--- src/rtl/frame_pkg.sv ---
package frame_pkg;
  parameter int ROW_MIN = 48;
  parameter int ROW_MAX = 256;
  parameter int COL_MIN = 2;
  parameter int COL_MAX = 16;
  localparam int ROW_W  = $clog2(ROW_MAX);
  localparam int COL_W  = $clog2(COL_MAX);
  localparam int RCFG_W = $clog2(ROW_MAX + 1);
  localparam int CCFG_W = $clog2(COL_MAX + 1);
endpackage

--- src/rtl/dim_clamp.sv ---
module dim_clamp #(
  parameter int W   = 9,
  parameter int MIN = 48,
  parameter int MAX = 256
) (
  input  logic [W-1:0] val_i,
  output logic [W-1:0] val_o
);
  localparam logic [W-1:0] MIN_V = W'(MIN);
  localparam logic [W-1:0] MAX_V = W'(MAX);

  generate
    if (MIN == 0) begin : g_top_only
      always_comb val_o = (val_i > MAX_V) ? MAX_V : val_i;
    end else begin : g_both
      always_comb begin
        if (val_i < MIN_V)      val_o = MIN_V;
        else if (val_i > MAX_V) val_o = MAX_V;
        else                    val_o = val_i;
      end
    end
  endgenerate
endmodule

--- src/rtl/dim_shadow.sv ---
module dim_shadow #(
  parameter int W       = 9,
  parameter int RST_VAL = 48
) (
  input  logic         clk_i,
  input  logic         rst_ni,
  input  logic         load_i,
  input  logic [W-1:0] live_i,
  output logic [W-1:0] eff_o
);
  logic [W-1:0] act_q;

  always_ff @(posedge clk_i or negedge rst_ni) begin
    if (!rst_ni)     act_q <= W'(RST_VAL);
    else if (load_i) act_q <= live_i;
  end

  // first slot of a frame follows the live setting; rest of frame holds it
  assign eff_o = load_i ? live_i : act_q;

  AST_DIMS_HOLD: assert property (@(posedge clk_i) disable iff (!rst_ni)
    !load_i |=> $stable(act_q)) else $error("dims changed mid-frame");
endmodule

--- src/rtl/slot_counter.sv ---
module slot_counter #(
  parameter int ROW_W  = 8,
  parameter int COL_W  = 4,
  parameter int RCFG_W = 9,
  parameter int CCFG_W = 5
) (
  input  logic              clk_i,
  input  logic              rst_ni,
  input  logic              restart_i,
  input  logic [RCFG_W-1:0] rows_i,
  input  logic [CCFG_W-1:0] cols_i,
  output logic [ROW_W-1:0]  row_o,
  output logic [COL_W-1:0]  col_o,
  output logic              sof_o,
  output logic              eor_o
);
  logic [ROW_W-1:0]  row_q;
  logic [COL_W-1:0]  col_q;
  logic [RCFG_W-1:0] last_row;
  logic [CCFG_W-1:0] last_col;
  logic              at_last_row;

  assign last_row    = rows_i - 1'b1;
  assign last_col    = cols_i - 1'b1;
  assign at_last_row = (RCFG_W'(row_q) == last_row);
  assign eor_o       = (CCFG_W'(col_q) == last_col);
  assign sof_o       = (row_q == '0) && (col_q == '0);

  always_ff @(posedge clk_i or negedge rst_ni) begin
    if (!rst_ni) begin
      row_q <= '0;
      col_q <= '0;
    end else if (restart_i) begin
      row_q <= '0;
      col_q <= '0;
    end else if (eor_o) begin
      col_q <= '0;
      row_q <= at_last_row ? '0 : row_q + 1'b1;
    end else begin
      col_q <= col_q + 1'b1;
    end
  end

  assign row_o = row_q;
  assign col_o = col_q;

  AST_COL_BOUND: assert property (@(posedge clk_i) disable iff (!rst_ni)
    CCFG_W'(col_q) < cols_i) else $error("column past end");
  AST_ROW_BOUND: assert property (@(posedge clk_i) disable iff (!rst_ni)
    RCFG_W'(row_q) < rows_i) else $error("row past end");
  AST_COL_STEP: assert property (@(posedge clk_i) disable iff (!rst_ni)
    (!restart_i && !eor_o) |=> (col_o == $past(col_o) + 1'b1) && $stable(row_o))
    else $error("bad column step");
  AST_ROW_STEP: assert property (@(posedge clk_i) disable iff (!rst_ni)
    (!restart_i && eor_o && !at_last_row) |=> (col_o == '0) && (row_o == $past(row_o) + 1'b1))
    else $error("bad row step");
  AST_FRAME_WRAP: assert property (@(posedge clk_i) disable iff (!rst_ni)
    (!restart_i && eor_o && at_last_row) |=> sof_o) else $error("no wrap");
  AST_RESTART: assert property (@(posedge clk_i) disable iff (!rst_ni)
    restart_i |=> sof_o) else $error("restart ignored");
endmodule

--- src/rtl/frame_slot_locator.sv ---
module frame_slot_locator
  import frame_pkg::*;
(
  input  logic              clk_i,
  input  logic              rst_ni,
  input  logic              restart_i,
  input  logic [RCFG_W-1:0] rows_i,
  input  logic [CCFG_W-1:0] cols_i,
  output logic [ROW_W-1:0]  row_o,
  output logic [COL_W-1:0]  col_o,
  output logic              sof_o,
  output logic              eor_o
);
  logic [RCFG_W-1:0] rows_cl, rows_eff;
  logic [CCFG_W-1:0] cols_cl, cols_eff;
  logic              sof;

  dim_clamp #(.W(RCFG_W), .MIN(ROW_MIN), .MAX(ROW_MAX)) u_row_clamp (
    .val_i(rows_i), .val_o(rows_cl));
  dim_clamp #(.W(CCFG_W), .MIN(COL_MIN), .MAX(COL_MAX)) u_col_clamp (
    .val_i(cols_i), .val_o(cols_cl));

  dim_shadow #(.W(RCFG_W), .RST_VAL(ROW_MIN)) u_row_shadow (
    .clk_i, .rst_ni, .load_i(sof), .live_i(rows_cl), .eff_o(rows_eff));
  dim_shadow #(.W(CCFG_W), .RST_VAL(COL_MIN)) u_col_shadow (
    .clk_i, .rst_ni, .load_i(sof), .live_i(cols_cl), .eff_o(cols_eff));

  slot_counter #(.ROW_W(ROW_W), .COL_W(COL_W), .RCFG_W(RCFG_W), .CCFG_W(CCFG_W)) u_cnt (
    .clk_i, .rst_ni, .restart_i,
    .rows_i(rows_eff), .cols_i(cols_eff),
    .row_o, .col_o, .sof_o(sof), .eor_o);

  assign sof_o = sof;

  AST_ROWS_LEGAL: assert property (@(posedge clk_i) disable iff (!rst_ni)
    (rows_eff >= RCFG_W'(ROW_MIN)) && (rows_eff <= RCFG_W'(ROW_MAX)))
    else $error("row count out of range");
  AST_COLS_LEGAL: assert property (@(posedge clk_i) disable iff (!rst_ni)
    (cols_eff >= CCFG_W'(COL_MIN)) && (cols_eff <= CCFG_W'(COL_MAX)))
    else $error("column count out of range");
endmodule

--- config.mk ---
export PLATFORM = sky130hd
export DESIGN_NAME = frame_slot_locator
export DESIGN_NICKNAME = d
export VERILOG_FILES = /design/src/rtl/frame_pkg.sv /design/src/rtl/dim_clamp.sv /design/src/rtl/dim_shadow.sv /design/src/rtl/slot_counter.sv /design/src/rtl/frame_slot_locator.sv
export SDC_FILE = /design/constraint.sdc
export NUM_CORES = 1
export LEC_CHECK = 0
export ABC_AREA = 1
export BUFFER_PORTS_ARGS = -buffer_cell sky130_fd_sc_hd__buf_2
export CORE_MARGIN = 2
export CORE_UTILIZATION = 60
export CTS_CLUSTER_SIZE = 40
export DETAILED_ROUTE_END_ITERATION = 10
export PLACE_DENSITY = 0.9
export SETUP_SLACK_MARGIN = 0.4
export SLEW_MARGIN = 10
export SYNTH_ARGS = -nofsm -noshare
export SYNTH_HDL_FRONTEND = slang
export SYNTH_SLANG_ARGS = --single-unit
--- constraint.sdc ---
create_clock -name clk_i -period 3.8 [get_ports clk_i]
set_input_delay 0.19 -clock clk_i [delete_from_list [all_inputs] [get_ports clk_i]]
set_output_delay 0.19 -clock clk_i [all_outputs]
set_load 0.01 [all_outputs]
Word level (Yosys, flattened, before mapping)
Cells that the tools add are included.

Add/sub/neg operators: 4. Multiply operators: 0. Div/mod/pow operators: 0. Magnitude comparators: 4. Equality and inequality tests: 2. Shift operators: 0. Muxes and demuxes: 11. Bitwise gates (word level): 0. Reduce and logical (&&, ||, !) cells: 4.

Operator list (number): $mux 9 (3); $mux 8 (3); $mux 5 (3); $eq 8x9->1 (1); $gt 9x9->1 const B (1); $lt 9x6->1 const B (1); $sub 9x1->9 const B (1); $add 8x1->8 const B (1); $logic_not 8->1 (1); $mux 4 (2); $eq 4x5->1 (1); $gt 5x5->1 const B (1); $lt 5x2->1 const B (1); $sub 5x1->5 const B (1); $add 4x1->4 const B (1); $logic_not 4->1 (1); $reduce_bool 2->1 (1); $logic_and 1x1->1 (1).

Register bits: 26. Bits in latches: 0. Memory bits (writable): 0. Bits in read-only memories: 0. Output and inout port bits: 14. Word-level logic and storage cells: 29. Memories kept: 0.

Longest topological paths before layout
Gate-level depths: netlist of the first run.

Depth in word-level cells: 9. Gate-level depth with buffers: 20. Mapped depth without buffers: 19.

Cells and area by module
A second synthesis of the first run with hierarchy kept.

Cell total of the unflattened synthesis: 338. Area total of the unflattened synthesis: 2057.0 um2.

Modules (own cells, without submodules): slot_counter (instances 1, cells an instance 232, area an instance 1331.3 um2, sequential area each 300.3 um2); dim_shadow at u_row_shadow (instances 1, cells an instance 38, area an instance 344.1 um2, sequential area each 227.7 um2); dim_shadow at u_col_shadow (instances 1, cells an instance 21, area an instance 186.4 um2, sequential area each 126.4 um2); dim_clamp at u_row_clamp (instances 1, cells an instance 34, area an instance 137.6 um2, sequential area each 0.0 um2); dim_clamp at u_col_clamp (instances 1, cells an instance 13, area an instance 57.6 um2, sequential area each 0.0 um2).

Worst setup path before layout of the first run
OpenSTA, ideal clock, no wires.

Path type: flip-flop to flip-flop. From: reg u_cnt.col_q[0] (netlist: u_cnt.col_o[0]). To: reg u_cnt.row_q[0] (netlist: u_cnt.row_o[0]). Setup time: 117 ps. Arrival time: 2431 ps. Slack: 1251 ps. Cell stages (with the launch flop): 17. Period minus slack after synthesis: 2549 ps. Path through: dfrtp_1 -> inv_1 -> ha_1 -> nor3b_4 -> nand2_4 -> buf_12 -> nor2_1 -> nor2_2 -> ha_1 -> xor2_1 -> o21ai_0 -> nor2_1 -> nand3_1 -> nor2_2 -> nand3_4 -> nand3_1 -> nand2_1.

Cells in the longest elaborated chain, start to end: 8. Elaborated cells between the ends (all ways): 12. Those cells by class: add/sub: 2; eq/ne: 2; mux: 5; reduce/logical: 3.

RTL lines: start, declared (RTL line slot_counter.sv:18) `logic [COL_W-1:0] col_q;`; start signal, assigned (RTL line slot_counter.sv:40) `col_q <= col_q + 1'b1;`; $logic_not 4->1 (RTL line slot_counter.sv:27) `assign sof_o = (row_q == '0) && (col_q == '0);`; $logic_and 1x1->1 (RTL line slot_counter.sv:27); $mux 9; $sub 9x1->9 (RTL line slot_counter.sv:23) `assign last_row = rows_i - 1'b1;`; $eq 8x9->1 (RTL line slot_counter.sv:25) `assign at_last_row = (RCFG_W'(row_q) == last_row);`; $mux 8 (RTL line slot_counter.sv:38) `row_q <= at_last_row ? '0 : row_q + 1'b1;`; $mux 8 (RTL line slot_counter.sv:36) `end else if (eor_o) begin`; $mux 8 (RTL line slot_counter.sv:33) `end else if (restart_i) begin`; end signal, assigned (RTL line slot_counter.sv:38); end, declared (RTL line slot_counter.sv:17) `logic [ROW_W-1:0] row_q;`.

Parallel ways exist; a longest one is shown, timed or not. The select of a mux whose other input is x is not followed. A chain may end at the register's enable or synchronous reset.

Worst setup path in the final report of the first run
From: reg u_cnt.row_q[1] (netlist: u_cnt.row_o[1]). To: out eor_o.

Cells in the longest elaborated chain, start to end: 5.

RTL lines: $logic_not 8->1 (RTL line slot_counter.sv:27); $logic_and 1x1->1 (RTL line slot_counter.sv:27); $mux 5; $sub 5x1->5 (RTL line slot_counter.sv:24) `assign last_col = cols_i - 1'b1;`; $eq 4x5->1 (RTL line slot_counter.sv:26) `assign eor_o = (CCFG_W'(col_q) == last_col);`; end, declared (RTL line frame_slot_locator.sv:12) `output logic eor_o`.

Every way passes these cells.

==> results of run 1 <==
sequential cells by signal, indices dropped and copies added (netlist names):
| name | cells |
|---|---|
| u_row_shadow.act_q | 9 |
| u_col_shadow.act_q | 5 |
| u_cnt.row_o | 8 |
| u_cnt.col_o | 4 |
kinds of logic (layout without fill, tap and decap cells):
kind of cell               count (synthesis)  in the layout  synth area share
xor gates and xnor gates                  10             10            0.0415
AOI/OAI and AO/OA                         10             10            0.0326
adders and majority gates                  6              6            0.0356
and+or+nand+nor                          190            190             0.482
DFF                                       26             26             0.310
buffers and inverters                     47             85            0.0985
synthesized netlist by cell type, types with 5 or more instances:
library cell | instances | area [um^2]
ha_1 | 6 | 75.1
nand2_2 | 9 | 56.3
nand2_4 | 8 | 90.1
nand3_1 | 31 | 155
nand2_1 | 76 | 285
nor2_1 | 31 | 116
nand3_2 | 5 | 50.1
dfrtp_1 | 23 | 576
nor2_2 | 10 | 62.6
xor2_1 | 8 | 70.1
inv_1 | 40 | 150
nor3_1 | 5 | 25.0
worst min-delay path: cells and delay by family:
kind	cells	cell delay, ns
buffers and inverters	1	0.12
AND/OR/NAND/NOR	2	0.16
layer usage:
metal / up-vias / global-route usage / share of wire
met2: 45 / 0.419 / 0.49
met1: 897 / 0.308 / 0.47
met4: 0 / 0.0598 / 0.0053
li1: 972 / - / -
met3: 2 / 0.0161 / 0.035
met5: - / 0 / 0
cell type report:
cell class                      count  area share
Clock inverter                      1      0.0125
Tap cell                           46      0.0240
Sequential cell                    26       0.273
Multi-Input combinational cell    216       0.525
Inverter                           45      0.0735
Timing Repair Buffer               36      0.0823
Clock buffer                        3     0.00938
metrics by stage:
| stage | setup slack, ns | area (um^2) | hold WS (ns) | power [mW] | std cells |
|---|---|---|---|---|---|
| global route | 0.396 | 2400 | 0.167 | 1.82 | 373 |
| finish | 0.626 | 2400 | 0.168 | 1.67 | 373 |
| CTS | 0.523 | 2350 | 0.164 | 1.61 | 368 |
| floorplan | 1.25 | 2110 | -0.106 | 1.27 | 289 |
| global placement | 0.876 | 2290 | 0.219 | 1.38 | 363 |
| detailed placement | 0.736 | 2290 | 0.221 | 1.41 | 363 |
repair_timing:
action,4_1_cts,5_1_grt
resized for setup,1,3
buffers inserted,0,5
hold buffers,1,0
endpoints found under the hold margin,23,0
pin swaps,0,1
endpoints found under the setup margin,1,1
worst paths after layout:
kind	start	to	cells after the start
max	u_cnt.row_o[1]$_DFFE_PN0P_	eor_o	15
max reg2reg	u_cnt.row_o[1]$_DFFE_PN0P_	u_cnt.row_o[4]$_DFFE_PN0P_	16
min in group asynchronous	rst_ni	u_cnt.col_o[0]$_DFF_PN0_	2
min reg2reg	u_row_shadow.act_q[5]$_DFF_PN1_	u_row_shadow.act_q[5]$_DFF_PN1_	2
min	cols_i[3]	u_col_shadow.act_q[3]$_DFF_PN0_	3
max in group asynchronous	rst_ni	u_cnt.row_o[1]$_DFFE_PN0P_	2
where the power goes:
group / total [mW] / switching [mW] / internal, mW
combinational: 1.06 / 0.671 / 0.386
sequential: 0.418 / 0.0537 / 0.365
clock: 0.196 / 0.0893 / 0.107
total: 1.67 / 0.814 / 0.857
==> Implementation_results.wiki, run 1 <==
{| class="wikitable"
! Metric !! Value
|-
| Timing-limited maximum frequency || 315 MHz
|-
| Remaining design rule violation count || 0
|-
| CP max-delay cell || dfrtp_2
|-
| Final Wtd Congestion || 0.818
|-
| CTS Root Buffer Type || clkbuf_4
|-
| Total Negative Setup Slacks || 0 ns
|-
| Sequential area share after synthesis || 0.310
|-
| Fraction of synthesis flops using an asynchronous set or reset pin || 1.00
|-
| Endpoint required time on the critical path || 3.61 ns
|-
| Register clock-pin slew on the reported worst setup and hold paths || 0.16 ns
|-
| # fillers || 294
|-
| Endpoints failing hold || 0
|-
| Number of buffers on the longest clock path || 2
|-
| Reg-to-reg setup timing slack || 0.84 ns
|-
| Post-Route Skew || 0.00650 ns
|-
| Maximum single-stage delay on the critical path || 0.48 ns
|-
| Max-cap viol count || 0
|-
| Status || finished, final reports clean
|-
| Detailed placement HPWL || 3450 um
|-
| Number of nets with antenna violations after detailed routing || 0
|-
| Leading cell type in the layout, fill and taps excluded || nand2_1
|-
| PwrDens || 696 mW/mm^2
|-
| Relative slew slack || 0.604
|-
| Gr ovfl total || 0
|-
| # IOs || 31
|-
| Die outline height || 63.3 um
|-
| Worst Tran Pin Value || 0.594 ns
|-
| Cells along the critical path || inv_1 -> ha_1 -> nand2_1 -> inv_1 -> nand3_1 -> nor2_4 -> buf_4 -> nor2_1 -> a21oi_4 -> ha_1 -> nand3_1 -> o21ai_1 -> nand3_2 -> nor2_4 -> buf_2
|-
| DR WL/cell || 12.1 um
|-
| Count of final max-slew check failures || 0
|-
| Final Cycle Share || 0.835
|-
| Worst hold path class || in -> reg
|-
| Flip-flop cell with the highest count after synthesis || dfrtp_1
|-
| Arrival time at the worst endpoint || 2.98 ns
|-
| Combined flip-flop and latch cell area || 656 um^2
|-
| WL final || 4500 um
|-
| Final setup violation count || 0
|-
| First-pass GRT wire length || 7560 um
|-
| Post-synthesis net count || 312
|-
| TritonCTS Sinks || 26
|-
| Number of vias per cell after detailed routing || 5.14
|-
| Source-to-sink clock delay at the later pin of the worst-skew pair || 0.33 ns
|-
| Cell area after technology mapping || 0.00211 mm^2
|-
| Commonest non-fill, non-tap cells in the layout || 76 x nand2_1, 40 x inv_1, 31 x nor2_1, 31 x nand3_1, 30 x buf_2
|-
| Pleak || 1.36 nW
|-
| Clock tree from TritonCTS || yes
|-
| Mean post-synth cell area || 7.30 um^2
|-
| Core area || 0.00336 mm^2
|-
| Total via count after detailed routing || 1916
|-
| Share of layout cells above drive strength 1 || 0.281
|-
| Number of cells produced by synthesis || 289
|-
| Shortest period the worst path allows || 3.17 ns
|-
| Number of CTS-inserted buffers || 3
|-
| Starting density of the core || 0.627
|-
| Cell class contributing the biggest share of worst-path delay || simple AND/OR/NAND/NOR gates
|-
| Pin count of the biggest net entering global routing || 27
|-
| Maximum fanout encountered on the critical timing path || 7
|-
| Initial antenna violation count || 0
|-
| Count of different cell masters after synthesis || 32
|-
| RSZ-0062 raised after global routing || no
|-
| Maximum ir drop on the vdd rail || 0.329 mV
|-
| Standard-cell row count || 21
|-
| Category of the worst setup path launch point || flip-flop
|-
| Multi-input logic area || 0.00126 mm^2
|-
| Worst setup path category || reg -> out
|-
| PortBufs || 30
|-
| First drt pass iteration count || 4
|-
| Layout area overhead || 13.8%
|-
| NumNets Final || 351
|-
| Number of enable flip-flop cells after synthesis || 0
|-
| Vias in the first global route || 1754
|-
| Syn. warnings || 0
|-
| Die area || 0.00401 mm^2
|-
| Diodes inserted || 0
|-
| Number of buffers and inverters on the critical path || 4
|-
| Final standard cell utilization of the core || 0.714
|-
| Yosys reg bits || 26
|-
| Horizontal extent of the die || 63.3 um
|-
| Starting DRT DRC Count || 99
|-
| CP endpoint kind || output pin
|-
| H-tree depth || 1
|-
| Total Routing Usage GR || 0.234
|}
Note: power is estimated with default switching activity, not from simulation.
==> inputs of run 2 (changes only) <==
CORE_UTILIZATION = 52   (was 60)
PLACE_DENSITY = 0.84   (was 0.9)
clock period = 2.7 ns   (was 3.8 ns; I/O delays follow)
==> run 2 against run 1 <==
The flow now finishes with violations (setup timing). Total power up 70%. Die area up 14%. Combinational power grew 81%. First-iteration DRC count rose by 14%. Via count rose by 11%. Clock skew shrank 0.0041 ns. Cell area grew 17%. Global-route usage grew 1.9 points. Clock power grew 70%. Final cell count up 7.5%. Critical endpoint unchanged. Largest cell class unchanged. Highest routed layer unchanged.
==> Implementation_results.wiki, run 2 (synthesis gave the netlist of run 1 again) <==
{| class="wikitable"
! Metric !! Value
|-
| Worst hold path class || in -> reg
|-
| Pin count of the biggest net entering global routing || 27 (unchanged)
|-
| Combined flip-flop and latch cell area || 661 um^2 (+0.76%)
|-
| Number of flip-flops in the largest register || 9 (unchanged)
|-
| Max-cap viol count || 0 (unchanged)
|-
| Die outline height || 67.7 um (+6.9%)
|-
| Initial antenna violation count || 0 (unchanged)
|-
| H-tree depth || 1 (unchanged)
|-
| Worst Tran Pin Value || 0.622 ns (+0.0281 ns)
|-
| Multi-input logic area || 0.00140 mm^2 (+11%)
|-
| Share of layout cells above drive strength 1 || 0.410 (+0.129)
|-
| Standard-cell row count || 23 (+9.5%)
|-
| Maximum fanout encountered on the critical timing path || 3 (-4)
|-
| Register bank with the most flops || u_row_shadow.act_q
|-
| Violations in the final reports || setup timing
|-
| Depth of the worst hold-timing path || 3 (unchanged)
|-
| Gr ovfl total || 0 (unchanged)
|-
| Startpoint of the most critical register-to-register path || u_cnt.col_o[1]$_DFF_PN0_
|-
| Die area || 0.00458 mm^2 (+14%)
|-
| # IOs || 31 (unchanged)
|-
| WL final || 5750 um (+28%)
|-
| TritonCTS Sinks || 26 (unchanged)
|-
| Starting density of the core || 0.535 (-0.0922)
|-
| PortBufs || 30 (unchanged)
|-
| # fillers || 287 (-2.4%)
|-
| Vias in the first global route || 1988 (+13%)
|-
| Post-Route Skew || 0.00242 ns (-0.00408 ns)
|-
| First-pass GRT wire length || 8720 um (+15%)
|-
| Shortest period the worst path allows || 2.75 ns
|-
| Number of nets with antenna violations after detailed routing || 0 (unchanged)
|-
| Category of the worst setup path launch point || flip-flop
|-
| DR WL/cell || 14.3 um (+19%)
|-
| Total Negative Setup Slacks || -0.0470 ns (-0.0470 ns)
|-
| Arrival time at the worst endpoint || 2.61 ns (-0.37 ns)
|-
| Relative slew slack || 0.585 (-0.0188)
|-
| Clock tree from TritonCTS || yes
|-
| Pleak || 1.51 nW (+11%)
|-
| Register clock-pin slew on the reported worst setup and hold paths || 0.10 ns (-0.06 ns)
|-
| Layout area overhead || 33.0%
|-
| Commonest non-fill, non-tap cells in the layout || 74 x nand2_1, 35 x inv_1, 29 x buf_2
|-
| Total via count after detailed routing || 2131 (+11%)
|-
| Status || complete, but fails checks
|-
| First drt pass iteration count || 5 (+1)
|-
| NumNets Final || 375 (+6.8%)
|-
| Final standard cell utilization of the core || 0.712 (-0.00208)
|-
| Source-to-sink clock delay at the later pin of the worst-skew pair || 0.28 ns (-0.05 ns)
|-
| Maximum ir drop on the vdd rail || 0.550 mV (+67%)
|-
| Timing-limited maximum frequency || 364 MHz
|-
| Horizontal extent of the die || 67.7 um (+6.9%)
|-
| Starting DRT DRC Count || 113 (+14%)
|-
| Total Routing Usage GR || 0.254 (+0.0194)
|-
| Final Cycle Share || 1.02
|-
| Depth of the worst register-to-register path || 16 (unchanged)
|-
| Reg-to-reg setup timing slack || 0.01 ns (-0.83 ns)
|-
| Worst setup path category || reg -> out
|-
| Core area || 0.00394 mm^2 (+17%)
|-
| Crit Reg-Reg Endpoint || u_cnt.row_o[6]$_DFFE_PN0P_
|-
| RSZ-0062 raised after global routing || yes
|-
| CTS Root Buffer Type || clkbuf_8
|-
| Detailed placement HPWL || 3720 um (+7.9%)
|-
| Final Wtd Congestion || 0.904 (+11%)
|-
| HP Start || cols_i[3]
|-
| Leading cell type in the layout, fill and taps excluded || nand2_1
|-
| Count of final max-slew check failures || 0 (unchanged)
|-
| Number of CTS-inserted buffers || 3 (unchanged)
|-
| Endpoints failing hold || 0 (unchanged)
|-
| Number of vias per cell after detailed routing || 5.31 (+3.5%)
|-
| Number of standard cells in the layout, taps in and fillers out || 401 (+7.5%)
|-
| Setup slack of the critical path after layout || -0.0470 ns (-0.673 ns)
|-
| Final setup violation count || 1 (+1)
|-
| Diodes inserted || 0 (unchanged)
|-
| Hold-critical path endpoint || u_col_shadow.act_q[3]$_DFF_PN0_
|-
| CP endpoint kind || output pin
|-
| Endpoint required time on the critical path || 2.57 ns (-1.04 ns)
|-
| Number of buffers on the longest clock path || 2 (unchanged)
|-
| Remaining design rule violation count || 0 (unchanged)
|-
| Number of placed cells counting well taps || 375 (+3.3%)
|-
| PwrDens || 1010 mW/mm^2 (+46%)
|}
## run 2: cell count changes in the layout (fill, tap and decap cells not counted), sizes merged
cell	change
clkinv	+1
inv	-1
nor2	+1
buf	+23
## run 2: power by group
part | switching, mW | internal [mW]
Clock | 0.135 | 0.199
Combinational | 1.13 | 0.787
Sequential | 0.0765 | 0.517
## run 2: critical path: stages, from the launching register on
cell	delay, ns
dfrtp_2	0.43
inv_2	0.08
ha_4	0.14
nand2_1	0.05
inv_1	0.06
nand3_2	0.09
nor2_4	0.15
buf_4	0.13
nor2_1	0.05
a21oi_4	0.16
ha_4	0.23
xor2_1	0.18
nand3_1	0.11
nor2_2	0.10
nand2_2	0.10
nor2_4	0.15
buf_6	0.12
## run 2: worst max-delay path by stage
stage | start | end | cells after the start
final | u_cnt.row_o[1]$_DFFE_PN0P_ | eor_o | 16
after global routing | u_cnt.row_o[1]$_DFFE_PN0P_ | eor_o | 16
after CTS | u_cnt.row_o[0]$_DFFE_PN0P_ | u_cnt.row_o[7]$_DFFE_PN0P_ | 18
after detailed placement | u_cnt.col_o[1]$_DFF_PN0_ | u_cnt.row_o[7]$_DFFE_PN0P_ | 14
after global placement | u_cnt.col_o[1]$_DFF_PN0_ | u_cnt.row_o[3]$_DFFE_PN0P_ | 14
after floorplan | u_cnt.col_o[0]$_DFF_PN0_ | u_cnt.row_o[0]$_DFFE_PN0P_ | 16
## run 2: routing by layer
layer  vias up  GRT usage  part of all wire  wire (um)
met5         -          0                 0          0
met4         0      0.128             0.034        195
met3        21     0.0250             0.051        293
met2        90      0.426              0.49       2850
met1       988      0.323              0.42       2420
li1       1032          -                 -          -
## run 2: final cells by class
class                      count  share of cell area
clock inverter                 1              0.0107
sequential                    26               0.235
multi-input combinational    217               0.499
clock buffer                   3              0.0147
tap                           50              0.0223
timing repair buffer          59               0.150
inverter                      45              0.0673
## run 2: metrics by stage
stage               instance area (um^2)  hold WS [ns]  setup slack, ns  total power, mW
CTS                                 2590         0.171           0.0429             2.53
finish                              2810         0.174          -0.0470             2.85
floorplan                           2160        -0.161            0.262             1.83
detailed placement                  2400         0.172           0.0269             2.07
global route                        2810         0.170           -0.182             3.06
global placement                    2400         0.163            0.145             2.02
## run 2: what timing repair did
action / CTS / global route
setup buffers: 9 / 11
setup endpoints to repair: 13 / 13
hold buffers: 1 / 0
gates cloned: 1 / 0
resized for setup: 8 / 21
endpoints found under the hold margin: 23 / 0
pin swaps: 12 / 24
==> inputs of run 3 (changes only) <==
CORE_UTILIZATION = 60   (was 52)
PLACE_DENSITY = 0.9   (was 0.84)
clock period = 3.3 ns   (was 2.7 ns; I/O delays follow)
==> run 3 against run 2 <==
The flow now finishes without violations. Worst hold slack worse by 0.066 ns. Flip-flop and latch count unchanged. Clock skew up 0.0039 ns. Clock power down 48%. Worst setup slack better by 0.45 ns. Register-to-register slack better by 0.46 ns. Die area down 13%.
==> Implementation_results.wiki, run 3 (synthesis gave the netlist of run 1 again) <==
{| class="wikitable"
! Metric !! Value
|-
| Endpoints failing hold || 0 (unchanged)
|-
| Number of flip-flops in the largest register || 9 (unchanged)
|-
| Vias in the first global route || 1831 (-7.9%)
|-
| Total Negative Setup Slacks || 0 ns (+0.0470 ns)
|-
| Number of vias per cell after detailed routing || 5.15 (-3.1%)
|-
| Total via count after detailed routing || 1977 (-7.2%)
|-
| Clock tree from TritonCTS || yes
|-
| Standard-cell row count || 21 (-8.7%)
|-
| Status || finished, final reports clean
|-
| Startpoint of the most critical register-to-register path || u_cnt.row_o[6]$_DFFE_PN0P_
|-
| Total power || 2.02 mW (-29%)
|-
| Gr ovfl total || 0 (unchanged)
|-
| Timing-limited maximum frequency || 345 MHz
|-
| Total Routing Usage GR || 0.252 (-0.00160)
|-
| Arrival time at the worst endpoint || 2.74 ns (+0.13 ns)
|-
| Max-cap viol count || 0 (unchanged)
|-
| Source-to-sink clock delay at the later pin of the worst-skew pair || 0.35 ns (+0.07 ns)
|-
| Die area || 0.00401 mm^2 (-13%)
|-
| Maximum ir drop on the vdd rail || 0.430 mV (-22%)
|-
| Detailed placement HPWL || 3450 um (-7.2%)
|-
| PortBufs || 30 (unchanged)
|-
| Diodes inserted || 0 (unchanged)
|-
| First drt pass iteration count || 4 (-1)
|-
| DR WL/cell || 13.2 um (-8.3%)
|-
| First-pass GRT wire length || 8070 um (-7.4%)
|-
| Remaining design rule violation count || 0 (unchanged)
|-
| Commonest non-fill, non-tap cells in the layout || 75 x nand2_1, 36 x inv_1, 31 x nor2_1
|-
| Maximum fanout encountered on the critical timing path || 4 (+1)
|-
| Total internal power || 1.01 mW (-33%)
|-
| Shortest period the worst path allows || 2.90 ns
|-
| Final Cycle Share || 0.879
|-
| Crit Reg-Reg Endpoint || u_cnt.row_o[3]$_DFFE_PN0P_
|-
| Horizontal extent of the die || 63.3 um (-6.5%)
|-
| Register clock-pin slew on the reported worst setup and hold paths || 0.15 ns (+0.05 ns)
|-
| Layout area overhead || 20.2%
|-
| Hold-critical path endpoint || u_col_shadow.act_q[3]$_DFF_PN0_
|-
| TritonCTS Sinks || 26 (unchanged)
|-
| Net Sw Frac || 0.499 (+0.0273)
|-
| Relative contribution of the clock network to total power || 0.086 (-0.031)
|-
| Initial antenna violation count || 0 (unchanged)
|-
| Count of final max-slew check failures || 0 (unchanged)
|-
| Worst hold path class || in -> reg
|-
| Post-Route Skew || 0.00629 ns (+0.00386 ns)
|-
| Pin count of the biggest net entering global routing || 27 (unchanged)
|-
| Pleak || 1.41 nW (-6.7%)
|-
| HP Start || cols_i[3]
|-
| CP endpoint kind || output pin
|-
| Final Wtd Congestion || 0.822 (-9.1%)
|-
| Reg-to-reg setup timing slack || 0.47 ns (+0.46 ns)
|-
| WL final || 5050 um (-12%)
|-
| H-tree depth || 1 (unchanged)
|-
| Starting density of the core || 0.627 (+0.0922)
|-
| Seq pwr share || 0.240 (+0.031)
|-
| Setup slack of the critical path after layout || 0.399 ns (+0.446 ns)
|-
| Number of nets with antenna violations after detailed routing || 0 (unchanged)
|-
| Depth of the worst register-to-register path || 16 (unchanged)
|-
| Setup slack after placement || 0.460 ns (+0.433 ns)
|-
| NumNets Final || 362 (-3.5%)
|-
| # IOs || 31 (unchanged)
|-
| Starting DRT DRC Count || 108 (-4.4%)
|-
| Worst Tran Pin Value || 0.583 ns (-0.0389 ns)
|-
| Leading cell type in the layout, fill and taps excluded || nand2_1
|-
| Endpoint required time on the critical path || 3.13 ns (+0.56 ns)
|-
| CTS Root Buffer Type || clkbuf_4
|-
| Combinational share of power || 0.673 (about the same)
|-
| Switching power of the nets || 1.01 mW (-25%)
|-
| Register bank with the most flops || u_row_shadow.act_q
|-
| Final setup violation count || 0 (-1)
|-
| Number of CTS-inserted buffers || 3 (unchanged)
|-
| Relative slew slack || 0.611 (+0.0259)
|-
| # fillers || 273 (-4.9%)
|-
| Category of the worst setup path launch point || flip-flop
|-
| PwrDens || 797 mW/mm^2 (-21%)
|-
| Depth of the worst hold-timing path || 3 (unchanged)
|-
| Core area || 0.00336 mm^2 (-15%)
|-
| Number of buffers on the longest clock path || 2 (unchanged)
|-
| Die outline height || 63.3 um (-6.5%)
|-
| Worst setup path category || reg -> out
|-
| RSZ-0062 raised after global routing || yes
|-
| Share of layout cells above drive strength 1 || 0.343 (-0.0671)
|}
## run 3: worst max-delay path by stage
stage | from | cells after the start | slack [ns] | end
3_3_place_gp | u_cnt.col_o[0]$_DFF_PN0_ | 14 | 0.53 | u_cnt.row_o[1]$_DFFE_PN0P_
3_5_place_dp | u_cnt.col_o[0]$_DFF_PN0_ | 14 | 0.46 | u_cnt.row_o[3]$_DFFE_PN0P_
2_1_floorplan | u_cnt.col_o[0]$_DFF_PN0_ | 16 | 0.75 | u_cnt.row_o[0]$_DFFE_PN0P_
6_report | u_cnt.col_o[1]$_DFF_PN0_ | 16 | 0.40 | eor_o
4_1_cts | u_cnt.row_o[0]$_DFFE_PN0P_ | 16 | 0.43 | eor_o
5_1_grt | u_cnt.col_o[1]$_DFF_PN0_ | 16 | 0.23 | eor_o
## run 3: power groups by stage
stage	Clock [mW]	Sequential, mW	Combinational (mW)
after floorplan	0	0.489	0.976
after global placement	0	0.488	1.12
after detailed placement	0	0.493	1.15
after CTS	0.170	0.482	1.22
after global routing	0.188	0.494	1.50
final	0.174	0.486	1.36
## run 3: per-stage QoR
stage / hold WS [ns] / utilization / cells / cell area, um^2
2_1_floorplan: -0.131 / - / 289 / 2110
3_3_place_gp: 0.197 / 0.682 / 364 / 2290
3_5_place_dp: 0.193 / 0.682 / 364 / 2290
4_1_cts: 0.125 / 0.714 / 375 / 2400
5_1_grt: 0.114 / 0.754 / 384 / 2540
6_report: 0.108 / 0.754 / 384 / 2540
## run 3: cell type report
type,instances,area [um^2],share of cell area
clock buffer,4,36.3,0.0143
timing repair buffer,47,290,0.114
inverter,45,176,0.0696
tap,46,57.6,0.0227
multi-input combinational,216,1320,0.519
sequential,26,661,0.260
## run 3: worst max-delay path: stages (launching register included)
cell and delay (ns):
dfrtp_2 0.46, inv_2 0.08, ha_4 0.14, nand2_1 0.06, inv_1 0.06, nand3_2 0.09
nor2_4 0.15, nand2_2 0.08, o21ai_2 0.21, inv_2 0.07, ha_4 0.27, xor2_1 0.14
nand3_1 0.09, nor2_1 0.14, nand2_2 0.11, nor2_4 0.13, buf_6 0.11
## run 3: metal layers
| layer | track usage | part of all wire |
|---|---|---|
| met1 | 0.342 | 0.44 |
| met5 | 0 | 0 |
| met3 | 0.0196 | 0.046 |
| met2 | 0.426 | 0.50 |
| met4 | 0.0870 | 0.020 |
## run 3: repair_timing
action	4_1_cts	5_1_grt
setup endpoints to repair	1	9
buffers inserted	6	9
pin swaps	1	11
hold buffers	1	0
hold endpoints to repair	23	0
resized for setup	3	19
